===== config.mk =====
export PLATFORM = sky130hd
export DESIGN_NAME = gfx_pixel_serializer
export DESIGN_NICKNAME = d
export VERILOG_FILES = /design/src/rtl/gps_pkg.sv /design/src/rtl/gps_fetch.sv /design/src/rtl/gps_palette.sv /design/src/rtl/gps_cell.sv /design/src/rtl/gfx_pixel_serializer.sv
export SDC_FILE = /design/constraint.sdc
export NUM_CORES = 1
export LEC_CHECK = 0
export BUFFER_PORTS_ARGS = -buffer_cell sky130_fd_sc_hd__buf_2
export CORE_ASPECT_RATIO = 1.75
export CORE_MARGIN = 2
export CORE_UTILIZATION = 45
export CTS_CLUSTER_SIZE = 24
export DETAILED_ROUTE_END_ITERATION = 10
export PLACE_DENSITY = 0.62
export SKIP_LAST_GASP = 1
export SLEW_MARGIN = 20
export SYNTH_ARGS = -nofsm -noshare
export SYNTH_HDL_FRONTEND = slang
export SYNTH_SLANG_ARGS = --single-unit

===== constraint.sdc =====
create_clock -name clk -period 7.9 [get_ports clk]
set_input_delay 0.395 -clock clk [delete_from_list [all_inputs] [get_ports clk]]
set_output_delay 0.395 -clock clk [all_outputs]
set_load 0.05 [all_outputs]

===== src/rtl/gps_pkg.sv =====
// Package for the pixel serializer.
// Holds the format codes and pixel widths that the sub-blocks share.
// Assumes the format select is three bits wide. Codes above FMT_BIT1 are unused.
package gps_pkg;
    typedef logic [2:0] fmt_t;

    localparam fmt_t FMT_PACK2  = 3'd0;
    localparam fmt_t FMT_COMPAT2 = 3'd1;
    localparam fmt_t FMT_PLANE2 = 3'd2;
    localparam fmt_t FMT_NIB4   = 3'd3;
    localparam fmt_t FMT_BIT1   = 3'd4;

    localparam int RAW_W    = 4;   // raw pixel value width
    localparam int POS_W    = 4;   // pixel position counter width
    localparam int WORD_W   = 16;  // two bytes per cell
    localparam int NARROW_LAST = 7;
    localparam int WIDE_LAST   = 15;

    // True when the code names one of the five formats
    function automatic logic fmt_known(input fmt_t f);
        return f <= FMT_BIT1;
    endfunction

    // True when the format gives sixteen pixels per cell
    function automatic logic fmt_wide(input fmt_t f);
        return f == FMT_BIT1;
    endfunction
endpackage


===== src/rtl/gps_fetch.sv =====
// Fetch sequencer.
// On row_start it captures the CRTC address and row, clears the column and
// requests the first word. After that, each want_fetch pulse requests the next column.
// pend marks the cycle in which mem_rdata carries the requested word.
// Assumes row_start comes only while no cell is being shown.
module gps_fetch #(
    parameter int MA_W = 12,
    parameter int RA_W = 2,
    localparam int ADDR_W = RA_W + MA_W + 1
) (
    input  logic              clk,
    input  logic              rst_n,
    input  logic              row_start,
    input  logic              want_fetch,
    input  logic [MA_W-1:0]   crtc_ma,
    input  logic [RA_W-1:0]   crtc_ra,
    output logic              mem_rd,
    output logic [ADDR_W-1:0] mem_addr,
    output logic              pend
);
    logic [MA_W-1:0] base_ma;
    logic [MA_W-1:0] col;
    logic [RA_W-1:0] base_ra;

    // Builds the byte address: bank from row, doubled wrapped column offset
    function automatic logic [ADDR_W-1:0] byte_addr(input logic [RA_W-1:0] r,
                                                    input logic [MA_W-1:0] m,
                                                    input logic [MA_W-1:0] c);
        logic [MA_W-1:0] s;
        s = m + c;
        return {r, s, 1'b0};
    endfunction

    // Issue requests and track the returning word
    always_ff @(posedge clk) begin
        if (!rst_n) begin
            base_ma  <= '0;
            base_ra  <= '0;
            col      <= '0;
            mem_rd   <= 1'b0;
            mem_addr <= '0;
            pend     <= 1'b0;
        end else begin
            pend <= mem_rd;
            if (row_start) begin
                base_ma  <= crtc_ma;
                base_ra  <= crtc_ra;
                col      <= MA_W'(1);
                mem_addr <= byte_addr(crtc_ra, crtc_ma, '0);
                mem_rd   <= 1'b1;
            end else if (want_fetch) begin
                mem_addr <= byte_addr(base_ra, base_ma, col);
                col      <= col + MA_W'(1);
                mem_rd   <= 1'b1;
            end else begin
                mem_rd   <= 1'b0;
            end
        end
    end

    // Cell requests are spaced: the cell logic never asks on two cycles in a row
    assert_fetch_spacing_R2: assert property (@(posedge clk) disable iff (!rst_n)
        want_fetch |=> !want_fetch);
endmodule


===== src/rtl/gps_palette.sv =====
// Palette register file.
// Holds ENTRIES values of VAL_W bits each, with a combinational read port for
// the pixel path. When the compatibility format is entered, or the colour set
// is changed while it is selected, the first PRESET_N entries are loaded with a
// fixed set. An explicit write in the same cycle takes priority.
// Assumes PRESET_N <= ENTRIES and VAL_W >= 4.
module gps_palette
    import gps_pkg::*;
#(
    parameter int ENTRIES  = 16,
    parameter int VAL_W    = 4,
    parameter int PRESET_N = 4,
    localparam int SEL_W   = $clog2(ENTRIES)
) (
    input  logic             clk,
    input  logic             rst_n,
    input  logic             we,
    input  logic [SEL_W-1:0] waddr,
    input  logic [VAL_W-1:0] wdata,
    input  fmt_t             fmt_sel,
    input  logic             color_sel,
    input  logic [SEL_W-1:0] rd_idx,
    output logic [VAL_W-1:0] rd_val
);
    logic [VAL_W-1:0] regs [ENTRIES];
    fmt_t             prev_fmt;
    logic             prev_col;
    logic             preset;

    // Value loaded into entry i by the preset: 0 then even or odd bright colours
    function automatic logic [VAL_W-1:0] preset_val(input int i, input logic s);
        if (i == 0) return '0;
        return VAL_W'(2 * i + 8 + (s ? 1 : 0));
    endfunction

    // Detect entry into the compatibility format or a colour-set change within it
    always_comb begin
        preset = (fmt_sel == FMT_COMPAT2) &&
                 ((fmt_sel != prev_fmt) || (color_sel != prev_col));
    end

    // Update the entries: first the preset, then the explicit write
    always_ff @(posedge clk) begin
        if (!rst_n) begin
            for (int i = 0; i < ENTRIES; i++) regs[i] <= VAL_W'(i);
            prev_fmt <= FMT_PACK2;
            prev_col <= 1'b0;
        end else begin
            prev_fmt <= fmt_sel;
            prev_col <= color_sel;
            for (int i = 0; i < PRESET_N; i++) begin
                if (preset) regs[i] <= preset_val(i, color_sel);
            end
            if (we) regs[waddr] <= wdata;
        end
    end

    // Read port for the pixel path
    always_comb begin
        rd_val = regs[rd_idx];
    end

    // A written value is in place on the next cycle, even if a preset fired too
    assert_write_lands_R7: assert property (@(posedge clk) disable iff (!rst_n)
        we |=> regs[$past(waddr)] == $past(wdata));

    // The preset loads entry 1 when no write to that entry collides with it
    assert_preset_R8: assert property (@(posedge clk) disable iff (!rst_n)
        (preset && !(we && waddr == SEL_W'(1))) |=> regs[1] == preset_val(1, $past(color_sel)));
endmodule


===== src/rtl/gps_cell.sv =====
// Cell shifter and pixel decoder.
// When pend is high it loads the fetched word with the format and mono select
// of that moment, then steps one pixel per clock through 8 or 16 positions.
// For each position it produces the raw pixel value. It asks for the next word
// three pixels before the end of the cell, so the new word lands on the edge
// that retires the last pixel.
// Assumes the fetch path has two cycles of latency (request, then data).
module gps_cell
    import gps_pkg::*;
(
    input  logic              clk,
    input  logic              rst_n,
    input  logic              pend,
    input  logic [WORD_W-1:0] rdata,
    input  fmt_t              fmt_sel,
    input  logic              mono_sel,
    input  logic              fetch_en,
    output logic              want_fetch,
    output logic [RAW_W-1:0]  raw,
    output logic              cell_on,
    output logic              cell_mono
);
    logic              busy;
    logic [POS_W-1:0]  pos;
    logic [WORD_W-1:0] word;
    fmt_t              fmt_l;
    logic              mono_l;
    logic [POS_W-1:0]  last;
    logic [7:0]        lo_b;
    logic [7:0]        hi_b;
    logic [7:0]        pick;
    logic [7:0]        shf;

    // Position of the final pixel for the latched format
    always_comb begin
        last = fmt_wide(fmt_l) ? POS_W'(WIDE_LAST) : POS_W'(NARROW_LAST);
    end

    // Ask for the next word while the third-last pixel is shown
    always_comb begin
        want_fetch = busy && (pos == last - POS_W'(2)) && fetch_en;
    end

    // Load a cell or advance through it
    always_ff @(posedge clk) begin
        if (!rst_n) begin
            busy   <= 1'b0;
            pos    <= '0;
            word   <= '0;
            fmt_l  <= FMT_PACK2;
            mono_l <= 1'b0;
        end else if (pend) begin
            busy   <= 1'b1;
            pos    <= '0;
            word   <= rdata;
            fmt_l  <= fmt_sel;
            mono_l <= mono_sel;
        end else if (busy) begin
            if (pos == last) busy <= 1'b0;
            else             pos  <= pos + POS_W'(1);
        end
    end

    // Pick the raw pixel for the current position in the latched format
    always_comb begin
        lo_b = word[7:0];
        hi_b = word[15:8];
        pick = '0;
        shf  = '0;
        raw  = '0;
        case (fmt_l)
            FMT_PACK2, FMT_COMPAT2: begin
                pick = pos[2] ? hi_b : lo_b;
                shf  = pick >> {~pos[1:0], 1'b0};
                raw  = {2'b00, shf[1:0]};
            end
            FMT_PLANE2: begin
                raw = {2'b00, hi_b[~pos[2:0]], lo_b[~pos[2:0]]};
            end
            FMT_NIB4: begin
                pick = pos[2] ? hi_b : lo_b;
                raw  = pos[1] ? pick[3:0] : pick[7:4];
            end
            FMT_BIT1: begin
                pick = pos[3] ? hi_b : lo_b;
                raw  = {3'b000, pick[~pos[2:0]]};
            end
            default: raw = '0;
        endcase
    end

    // Cell is visible only for a known format
    always_comb begin
        cell_on   = busy && fmt_known(fmt_l);
        cell_mono = mono_l;
    end

    // A new word never lands while a cell is mid-way
    assert_load_at_boundary_R10: assert property (@(posedge clk) disable iff (!rst_n)
        (pend && busy) |-> (pos == last));
endmodule


===== src/rtl/gfx_pixel_serializer.sv =====
// Multi-format graphics pixel serializer, top level.
// Connects the fetch sequencer, the cell decoder and the palette, and registers
// the final colour index together with its valid strobe.
// Assumes a synchronous display memory that answers one cycle after mem_rd.
module gfx_pixel_serializer
    import gps_pkg::*;
#(
    parameter int MA_W    = 12,
    parameter int RA_W    = 2,
    parameter int PAL_N   = 16,
    parameter int PAL_W   = 4,
    localparam int ADDR_W = RA_W + MA_W + 1,
    localparam int SEL_W  = $clog2(PAL_N),
    localparam int OUT_W  = PAL_W + 1
) (
    input  logic              clk,
    input  logic              rst_n,
    input  logic              row_start,
    input  logic              fetch_en,
    input  logic [MA_W-1:0]   crtc_ma,
    input  logic [RA_W-1:0]   crtc_ra,
    input  logic [2:0]        fmt_sel,
    input  logic              mono_sel,
    input  logic              color_sel,
    input  logic              pal_we,
    input  logic [SEL_W-1:0]  pal_waddr,
    input  logic [PAL_W-1:0]  pal_wdata,
    output logic              mem_rd,
    output logic [ADDR_W-1:0] mem_addr,
    input  logic [WORD_W-1:0] mem_rdata,
    output logic              pix_valid,
    output logic [OUT_W-1:0]  pix_index
);
    logic             want_fetch;
    logic             pend;
    logic [RAW_W-1:0] raw;
    logic             cell_on;
    logic             cell_mono;
    logic [PAL_W-1:0] pal_val;

    gps_fetch #(.MA_W(MA_W), .RA_W(RA_W)) u_fetch (
        .clk        (clk),
        .rst_n      (rst_n),
        .row_start  (row_start),
        .want_fetch (want_fetch),
        .crtc_ma    (crtc_ma),
        .crtc_ra    (crtc_ra),
        .mem_rd     (mem_rd),
        .mem_addr   (mem_addr),
        .pend       (pend)
    );

    gps_cell u_cell (
        .clk        (clk),
        .rst_n      (rst_n),
        .pend       (pend),
        .rdata      (mem_rdata),
        .fmt_sel    (fmt_sel),
        .mono_sel   (mono_sel),
        .fetch_en   (fetch_en),
        .want_fetch (want_fetch),
        .raw        (raw),
        .cell_on    (cell_on),
        .cell_mono  (cell_mono)
    );

    gps_palette #(.ENTRIES(PAL_N), .VAL_W(PAL_W), .PRESET_N(4)) u_pal (
        .clk       (clk),
        .rst_n     (rst_n),
        .we        (pal_we),
        .waddr     (pal_waddr),
        .wdata     (pal_wdata),
        .fmt_sel   (fmt_sel),
        .color_sel (color_sel),
        .rd_idx    (SEL_W'(raw)),
        .rd_val    (pal_val)
    );

    // Register the colour index with the mono base on top
    always_ff @(posedge clk) begin
        if (!rst_n) begin
            pix_valid <= 1'b0;
            pix_index <= '0;
        end else begin
            pix_valid <= cell_on;
            pix_index <= cell_on ? {cell_mono, pal_val} : '0;
        end
    end

    // A row start always issues a memory request on the next cycle
    assert_row_fetch_R2: assert property (@(posedge clk) disable iff (!rst_n)
        row_start |=> mem_rd);
endmodule


== Word-level counts from Yosys, hierarchy flattened ==
Memories as Yosys holds them, arrays and structs flattened. A register that Yosys moved wholly into a read port is not among the register bits.
Cells that the tools add are included.
W data, S select, Z words.

* Register bits after elaboration: 77
* Bits in writable memories: 64
* Input bits: 48
* Logic and storage cells: 99
* Memories: 1

{| class="wikitable"
|+ Memory list
! memory !! words !! bits a word !! rd ports !! clocked after memory_dff !! write ports !! RTL line !! RTL
|-
| u_pal.regs || 16 || 4 || 1 || 1 || 16 || gps_palette.sv:25 || <nowiki>logic [VAL_W-1:0] regs [ENTRIES];</nowiki>
|}

* Add/sub/neg operators: 8
* Magnitude comparators: 2
* Equal/unequal tests: 9
* Shift-type cells: 1
* Multiplexer cells: 40
* Bitwise gates (word level): 8
* Reductions and logical operators: 14

{| class="wikitable"
|+ Operators with widths
! cell !! number
|-
| $mux W4 || 11
|-
| $mux W15 || 2
|-
| $mux W1 || 21
|-
| $mux W8 || 2
|-
| $pmux W4 S4 || 1
|-
| $add A12 B1 Y12 const B || 1
|-
| $add A12 B12 Y12 || 1
|-
| $bmux W1 S3 || 3
|-
| $add A4 B4 Y4 const A || 2
|-
| $eq A4 B4 Y1 || 2
|-
| $shr A8 B3 Y2 || 1
|-
| $eq A3 B1 Y1 const B || 2
|-
| $eq A3 B2 Y1 const B || 2
|-
| $reduce_or A2 Y1 || 3
|-
| $add A2 B4 Y4 const A || 1
|-
| $add A3 B4 Y4 const A || 1
|-
| $add A4 B1 Y4 const B || 1
|-
| $logic_and A1 B1 Y1 || 4
|-
| $lt A3 B4 Y1 const B || 1
|-
| $or A1 B1 Y1 || 4
|-
| $reduce_and A2 Y1 || 2
|-
| $reduce_or A4 Y1 || 1
|-
| $sub A4 B2 Y4 const B || 1
|-
| $eq A3 B3 Y1 const B || 1
|-
| other kinds (10) || 11
|}

== Depth between registers and ports, before layout ==
Gate-level depths: netlist of the first run.

* Word-level depth: 9
* Mapped depth: 11

== Modules after synthesis ==
From an unflattened synthesis of the first run, not the netlist that was laid out.

* Cell total of the unflattened synthesis: 631
* Area total of the unflattened synthesis: 7178.1 um^2

{| class="wikitable"
|+ Modules (own cells, without submodules)
! module !! times used !! cells an instance !! area each (um^2) !! sequential area each (um^2)
|-
| gps_palette || 1 || 246 || 3294.4 || 2001.9
|-
| gps_fetch || 1 || 227 || 2160.8 || 840.8
|-
| gps_cell || 1 || 146 || 1564.0 || 500.5
|-
| gfx_pixel_serializer || 1 || 12 || 158.9 || 120.1
|}

== Worst setup path after synthesis of the first run ==
OpenSTA, ideal clock, no wires.

* Kind: flip-flop to flip-flop
* Start point: reg u_cell.pos[0]
* End point: reg pix_index[1] (read register of u_pal.regs)
* Setup time: 125 ps
* Arrival: 2704 ps
* Path slack: 5071 ps
* Stages on the path, launching flop included: 10
* Buffers on the path: 2
* Cell sequence: dfxtp_1 > buf_6 > mux4_2 > mux4_2 > o21a_4 > nor3_4 > buf_6 > mux2_1 > o22ai_1 > o41ai_2

* Longest elaborated chain between the ends: 4
* Elaborated cells on any way between the ends: 10
* Those cells by class: shift (1); mux (7); bitwise (2)

{| class="wikitable"
|+ RTL lines
! element !! RTL line !! RTL
|-
| start, declared || gps_cell.sv:24 || <nowiki>logic [POS_W-1:0] pos;</nowiki>
|-
| start signal, assigned || gps_cell.sv:60 || <nowiki>else pos <= pos + POS_W'(1);</nowiki>
|-
| $not A3 Y3 || gps_cell.sv:78, gps_cell.sv:86 ||
|-
| $bmux W1 S3 (on tied branches) || gps_cell.sv:86, gps_cell.sv:78 ||
|-
| $mux W1 (on tied branches) || gps_cell.sv:86, gps_cell.sv:78 ||
|-
| $pmux W4 S4 (*) || gps_cell.sv:71 || <nowiki>case (fmt_l)</nowiki>
|-
| end, declared || gfx_pixel_serializer.sv:32 || <nowiki>output logic [OUT_W-1:0] pix_index</nowiki>
|}

Mark *: on every way between the ends. The rest lies on a longest branch, timed or not. The select of a mux whose other input is x is not followed.
A chain may end at the register's enable or synchronous reset.

== Worst setup path after layout of the first run ==
* Start point: reg u_cell.pos[0]
* End point: reg pix_index[2] (read register of u_pal.regs)

Same word-level chain as after synthesis.

==> flow_metrics.py, run 1 <==
metrics = {
    "yosys": {
        "netlist_area_sq_um": 7071,
        "synth_edf_count": 64,
        "synth_warnings": 0,
        "synthArstFlopShare": 0,
        "syn_inst": 703,
        "yosysTopAreaCell": "edfxtp_1",
        "synth_top_area_frac": 0.2718,
        "synth_cell_types": 56,
        "synth_seq_area_share": 0.4898,
        "synth_ff_type": "dfxtp_1",
        "ys_ff_latch": 141,
        "synth.net_count": 766,
        "avgSynthCellArea_sq_um": 10.06,
        "synth_area_leaders": "edfxtp_1 (27%), dfxtp_1 (22%), mux2i_1 (5.8%), nor2_1 (4.1%), mux4_2 (3.8%)",
    },
    "worst_setup_path": {
        "crit_family": "multiplexers",
        "worstSetupEndpoint": "pix_index[2]",
        "setup.worst_path.start_class": "flop",
        "r2r_slack_ps": 4240,
        "cp.buffers_inverters": 0,
        "path_max_fanout": 17,
        "worst-setup-path-type": "flop to flop",
        "required_ps": 8200,
        "worst-r2r-cell-count": 7,
        "cp_slowest_cell": "dfxtp_1",
        "worstPathCellList": "mux4_2 -> mux4_2 -> o21a_4 -> nor3_4 -> mux2_2 -> o22ai_1 -> o41ai_2",
        "r2r_start": "u_cell.pos[0]",
        "cp_data_arrival_time_ps": 3960,
        "cp-startpoint": "u_cell.pos[0]",
        "cpMostUsedCell": "mux4_2",
        "critPathMaxStageDelay_ps": 770,
        "end_kind": "flop",
        "cp_num_cells": 7,
        "regToRegEndpoint": "pix_index[2]",
    },
    "cts": {
        "cts_hold_buf": 0,
        "clk_pin_slew_ps": 60,
        "cts_max_path_buffers": 2,
        "cts_buffers": 17,
        "cts_sinks": 141,
        "cts_resized": 0,
        "htree_levels": 4,
        "cts_setup_buffers": 0,
        "clk_latency_ps": 420,
        "cts_tree": "built",
        "clock-root-buffer": "clkbuf_16",
    },
    "place": {
        "placedInstanceArea_sq_um": 7460,
        "place_congestion": 0.8940,
        "dpl.hpwl_mm": 13.28,
        "place_ws_ps": 4252,
        "io_buffer_count": 68,
    },
    "floorplan": {
        "rows": 60,
        "coreArea_sq_um": 15390,
        "io_pins": 70,
        "die-area_sq_um": 16770,
        "die_w_um": 98.76,
        "initial_core_util": 0.4594,
        "fp.dieH_um": 169.8,
    },
    "detailed_routing": {
        "wl_mm": 18.06,
        "ant_nets": 0,
        "via_count": 5488,
        "first_iter_violations": 333,
        "dr_wl_met3_um": 721,
        "wl_met2_mm": 10.32,
        "dr.pass1.iters": 7,
        "viasPerCell": 5.814,
        "wl_met1_mm": 6.412,
        "top_layer": "met4",
        "wire_per_inst_um": 19.13,
        "drc_errors": 0,
    },
    "timing": {
        "tns_ps": 0,
        "rsz0062_at_grt": "no",
        "slew_headroom": 0.3793,
        "setup-violations-final": 0,
        "min_period_ps": 3660,
        "final_max_slew_viol_count": 0,
        "worst_pin_slew_ps": 931.1,
        "max_freq_mhz": 273.2,
        "worst_slack_ps": 4240,
        "final_hold_viol_count": 0,
        "post-route-period-util": 0.4633,
        "skew_ps": 8.658,
    },
    "final_layout": {
        "antenna_cells": 0,
        "nNetsFinal": 808,
        "ff_latch_area_sq_um": 3465,
        "stdcell_area_sq_um": 8035,
        "drive_gt1_frac": 0.1702,
        "fillCellCount": 1388,
        "multi_input_area_sq_um": 3318,
        "fin_util": 0.5221,
        "syn_to_final_growth_pct": 13.64,
    },
    "grt": {
        "overflow": 0,
        "grt_pass1_vias": 5544,
        "antenna_found_initial": 0,
        "grt.total_usage": 0.2228,
        "grt_pass1_wl_mm": 28.95,
        "grt_max_degree": 39,
    },
    "hold_path": {
        "hp-class": "input pin to flop",
        "min_path_cells": 3,
    },
    "run_status": {
        "outcome": "completed",
    },
    "run": {
        "cap_violations": 0,
    },
    "power_and_ir_drop": {
        "power_uw": 1764,
        "p_leak_uw": 0.003103,
        "p_per_area_nw_per_um2": 219.5,
        "max-vdd-ir-drop_v": 0.0001541,
    },
}
[cell usage after synthesis (2+ instances only)]
cell type / number
dfxtp_1: 77
nor2_1: 77
nand2_1: 65
edfxtp_1: 64
mux2i_1: 41
clkbuf_1: 35
o21ai_0: 34
a21oi_1: 31
or3_1: 30
nor3_1: 24
inv_1: 23
and2_1: 20
ha_1: 14
nand4_1: 13
xor2_1: 13
mux4_2: 12
xnor2_1: 12
nand3_1: 11
mux2_2: 9
a21o_1: 8
and3_1: 8
o31ai_1: 8
buf_1: 6
a31oi_1: 5
nand2b_1: 5
o22ai_1: 5
o221ai_1: 4
o31a_1: 4
o41ai_2: 4
and4_1: 3
buf_2: 3
mux2_1: 3
nor4_1: 3
o211a_1: 3
a211oi_1: 2
a41oi_1: 2
buf_6: 2
o32a_1: 2
[tightest hold or removal path, delay by kind of cell]
family                 cells  cell delay (ps)
muxes                      1               50
and+or+nand+nor            1               70
buffers and inverters      1               70
[through the flow]
stage | instances | hold WS (ps)
finish | 944 | 207.0
global route | 944 | 219.3
CTS | 944 | 200.9
detailed placement | 912 | 450.8
global placement | 912 | 438.5
floorplan | 703 | 429.1
[layer usage]
metal	track usage	vias to the layer above
met1	0.2309	2659
met2	0.4318	167
met4	0.09589	0
li1	-	2621
met5	0	-
met3	0.03532	41
[layout make-up]
class / instances / share of cell area
Clock buffer: 19 / 0.05388
Clock inverter: 13 / 0.01760
Inverter: 24 / 0.01121
Multi-Input combinational cell: 491 / 0.4130
Sequential cell: 141 / 0.4312
Tap cell: 186 / 0.02896
Timing Repair Buffer: 70 / 0.04422
[cells by family after synthesis]
logic type               share of synthesized area
adder cells (fa/ha/maj)                    0.02761
AND/OR/NAND/NOR                             0.1793
flip-flops                                  0.4898
buffers and inverters                      0.04088
XOR/XNOR                                   0.03097
AO/OA/AOI/OAI                               0.1156
multiplexers                                0.1154
other                                    0.0005304
[power by group]
group	total (uW)	switching, uW	internal, uW	leakage (uW)
Clock	783	318	465	0.000264
Combinational	160	103	56.7	0.00157
Sequential	821	24.1	797	0.00126
Total	1760	445	1320	0.00310
[registers in the layout, summed over array words and instances (netlist names)]
register          flops
u_pal.prev_fmt        3
u_cell.pos            4
u_fetch.pend          1
u_cell.fmt_l          3
pix_index             5
u_pal.regs           64
pix_valid             1
u_cell.word          16
u_cell.busy           1
u_fetch.mem_addr     14
u_pal.prev_col        1
u_fetch.base_ma      12
u_fetch.base_ra       2
u_fetch.col          12
u_cell.cell_mono      1
u_fetch.mem_rd        1
[cell usage in the layout, fill, tap and decap left out, types with 8 or more instances in the layout]
master,instances
o21ai_0,34
inv_1,23
dfxtp_1,76
buf_2,68
o31ai_1,8
or3_1,30
nand2_1,65
xor2_1,13
mux2i_1,41
a21o_1,8
a21oi_1,31
nand3_1,11
xnor2_1,12
mux4_2,12
nor3_1,24
and3_1,8
mux2_2,9
clkbuf_16,17
nand4_1,13
edfxtp_1,64
and2_1,20
ha_1,14
nor2_1,77
[worst min path at each step]
| stage | startpoint | endpoint |
|---|---|---|
| after floorplan | u_cell.cell_mono | pix_index[4] |
| after global placement | u_cell.cell_mono | pix_index[4] |
| after global routing | mem_rdata[8] | u_cell.word[8] |
| after CTS | mem_rdata[14] | u_cell.word[14] |
| after detailed placement | u_cell.cell_mono | pix_index[4] |
| final | mem_rdata[14] | u_cell.word[14] |
Power figures use the tool's default switching activity.
==> run 2: changes to the inputs <==
clock period = 3.7 ns   (was 7.9 ns; I/O delays follow)
==> flow_metrics.py, run 2 (synthesis gave the netlist of run 1 again) <==
metrics = {
    "grt": {
        "grt_max_degree": 42,
        "grt.total_usage": 0.2318,
        "overflow": 0,
        "grt_pass1_vias": 5758,
        "grt_pass1_wl_mm": 29.88,
        "antenna_found_initial": 0,
    },
    "timing": {
        "worst_pin_slew_ps": 836.3,
        "post-route-period-util": 0.8510,
        "min_period_ps": 3149,
        "slew_headroom": 0.4382,
        "max_freq_mhz": 317.6,
        "skew_ps": 16.10,
        "worst_slack_ps": 551.3,
        "rsz0062_at_grt": "no",
        "final_max_slew_viol_count": 0,
        "final_hold_viol_count": 0,
        "setup-violations-final": 0,
        "tns_ps": 0,
    },
    "final_layout": {
        "antenna_cells": 0,
        "largest_register": "u_pal.regs",
        "fin_util": 0.5268,
        "fillCellCount": 1349,
        "largestRegisters": "u_pal.regs x64, u_cell.word x16, u_fetch.mem_addr x14",
        "mostFrequentLayoutCells": "nor2_1 (77), dfxtp_1 (76), buf_2 (68)",
        "largest_reg_flops": 64,
        "ff_latch_area_sq_um": 3465,
        "layout_commonest_cell": "nor2_1",
        "multi_input_area_sq_um": 3318,
        "nNetsFinal": 815,
        "drive_gt1_frac": 0.1752,
        "syn_to_final_growth_pct": 14.67,
    },
    "worst_setup_path": {
        "cp_data_arrival_time_ps": 3440,
        "crit_family": "multiplexers",
        "worst-setup-path-type": "flop to flop",
        "path_max_fanout": 17,
        "setup.worst_path.start_class": "flop",
        "end_kind": "flop",
        "cp-startpoint": "u_cell.pos[0]",
        "r2r_slack_ps": 550,
        "regToRegEndpoint": "pix_index[1]",
        "cp.buffers_inverters": 0,
        "required_ps": 4000,
        "critPathMaxStageDelay_ps": 550,
        "cp_slowest_cell": "mux4_2",
        "worst-r2r-cell-count": 7,
        "worstPathCellList": "mux4_2 -> mux4_2 -> o21a_4 -> nor3_4 -> mux2_2 -> o22ai_1 -> o41ai_2",
        "cpMostUsedCell": "mux4_2",
        "r2r_start": "u_cell.pos[0]",
    },
    "floorplan": {
        "io_pins": 70,
        "rows": 60,
        "initial_core_util": 0.4594,
        "coreArea_sq_um": 15390,
        "die_w_um": 98.76,
        "die-area_sq_um": 16770,
        "fp.dieH_um": 169.8,
    },
    "cts": {
        "clock-root-buffer": "clkbuf_16",
        "cts_tree": "built",
        "cts_sinks": 141,
        "cts_max_path_buffers": 2,
        "cts_buffers": 17,
        "htree_levels": 4,
        "clk_pin_slew_ps": 60,
        "clk_latency_ps": 420,
    },
    "power_and_ir_drop": {
        "max-vdd-ir-drop_v": 0.0003400,
        "p_leak_uw": 0.003158,
        "p_per_area_nw_per_um2": 468.5,
    },
    "hold_path": {
        "min_path_cells": 2,
        "hold_start": "fmt_sel[1]",
        "hp-class": "input pin to flop",
        "min_to": "u_pal.prev_fmt[1]",
    },
    "place": {
        "dpl.hpwl_mm": 14.04,
        "io_buffer_count": 68,
        "place_ws_ps": 580.4,
        "place_congestion": 0.9494,
    },
    "detailed_routing": {
        "drc_errors": 0,
        "dr.pass1.iters": 4,
        "ant_nets": 0,
        "viasPerCell": 5.782,
        "wire_per_inst_um": 19.55,
        "wl_mm": 18.59,
        "via_count": 5499,
        "first_iter_violations": 287,
    },
    "run": {
        "cap_violations": 0,
    },
    "run_status": {
        "outcome": "completed",
    },
}
-- run 2: per-layer routing --
metal / track usage / part of all wire / up-vias
li1: - / - / 2634
met2: 0.4395 / 0.57 / 149
met1: 0.2313 / 0.35 / 2669
met4: 0.1245 / 0.044 / 0
met5: 0 / 0 / -
met3: 0.04723 / 0.041 / 47
-- run 2: how the worst max path moves through the flow --
stage / endpoint / cells after the start / slack [ps]
floorplan: pix_index[1] / 9 / 870
global placement: pix_index[1] / 7 / 740
CTS: pix_index[1] / 7 / 560
global route: pix_index[1] / 7 / 420
detailed placement: pix_index[1] / 7 / 580
finish: pix_index[1] / 7 / 550
-- run 2: per-stage QoR --
step                      cells  total power [uW]  instance area [sq um]  hold slack (ps)
after floorplan             703              2015                   7071            306.7
after global placement      917              2127                   7497            418.6
after detailed placement    917              2136                   7498            432.4
after CTS                   951              3829                   8108            1.646
after global routing        951              3929                   8108            10.50
final                       951              3798                   8108            10.66
-- run 2: repair_timing --
action | in CTS | in global routing
hold endpoints to repair | 2 | 0
hold buffers | 2 | 0
gates resized for setup | 0 | 0
buffers inserted | 0 | 0
endpoints found under the setup margin | 0 | 0
-- run 2: area by class of cell --
| type | count | area share |
|---|---|---|
| inverters | 24 | 0.01111 |
| clock inverters | 10 | 0.01404 |
| multi-input cells | 491 | 0.4093 |
| well taps | 186 | 0.02870 |
| flip-flops and latches | 141 | 0.4273 |
| repair buffers | 77 | 0.05093 |
| clock buffers | 22 | 0.05864 |
-- run 2: where the power goes --
group          internal (uW)  switching, uW
Sequential              1700           51.0
Clock                   1050            644
Combinational            125            227
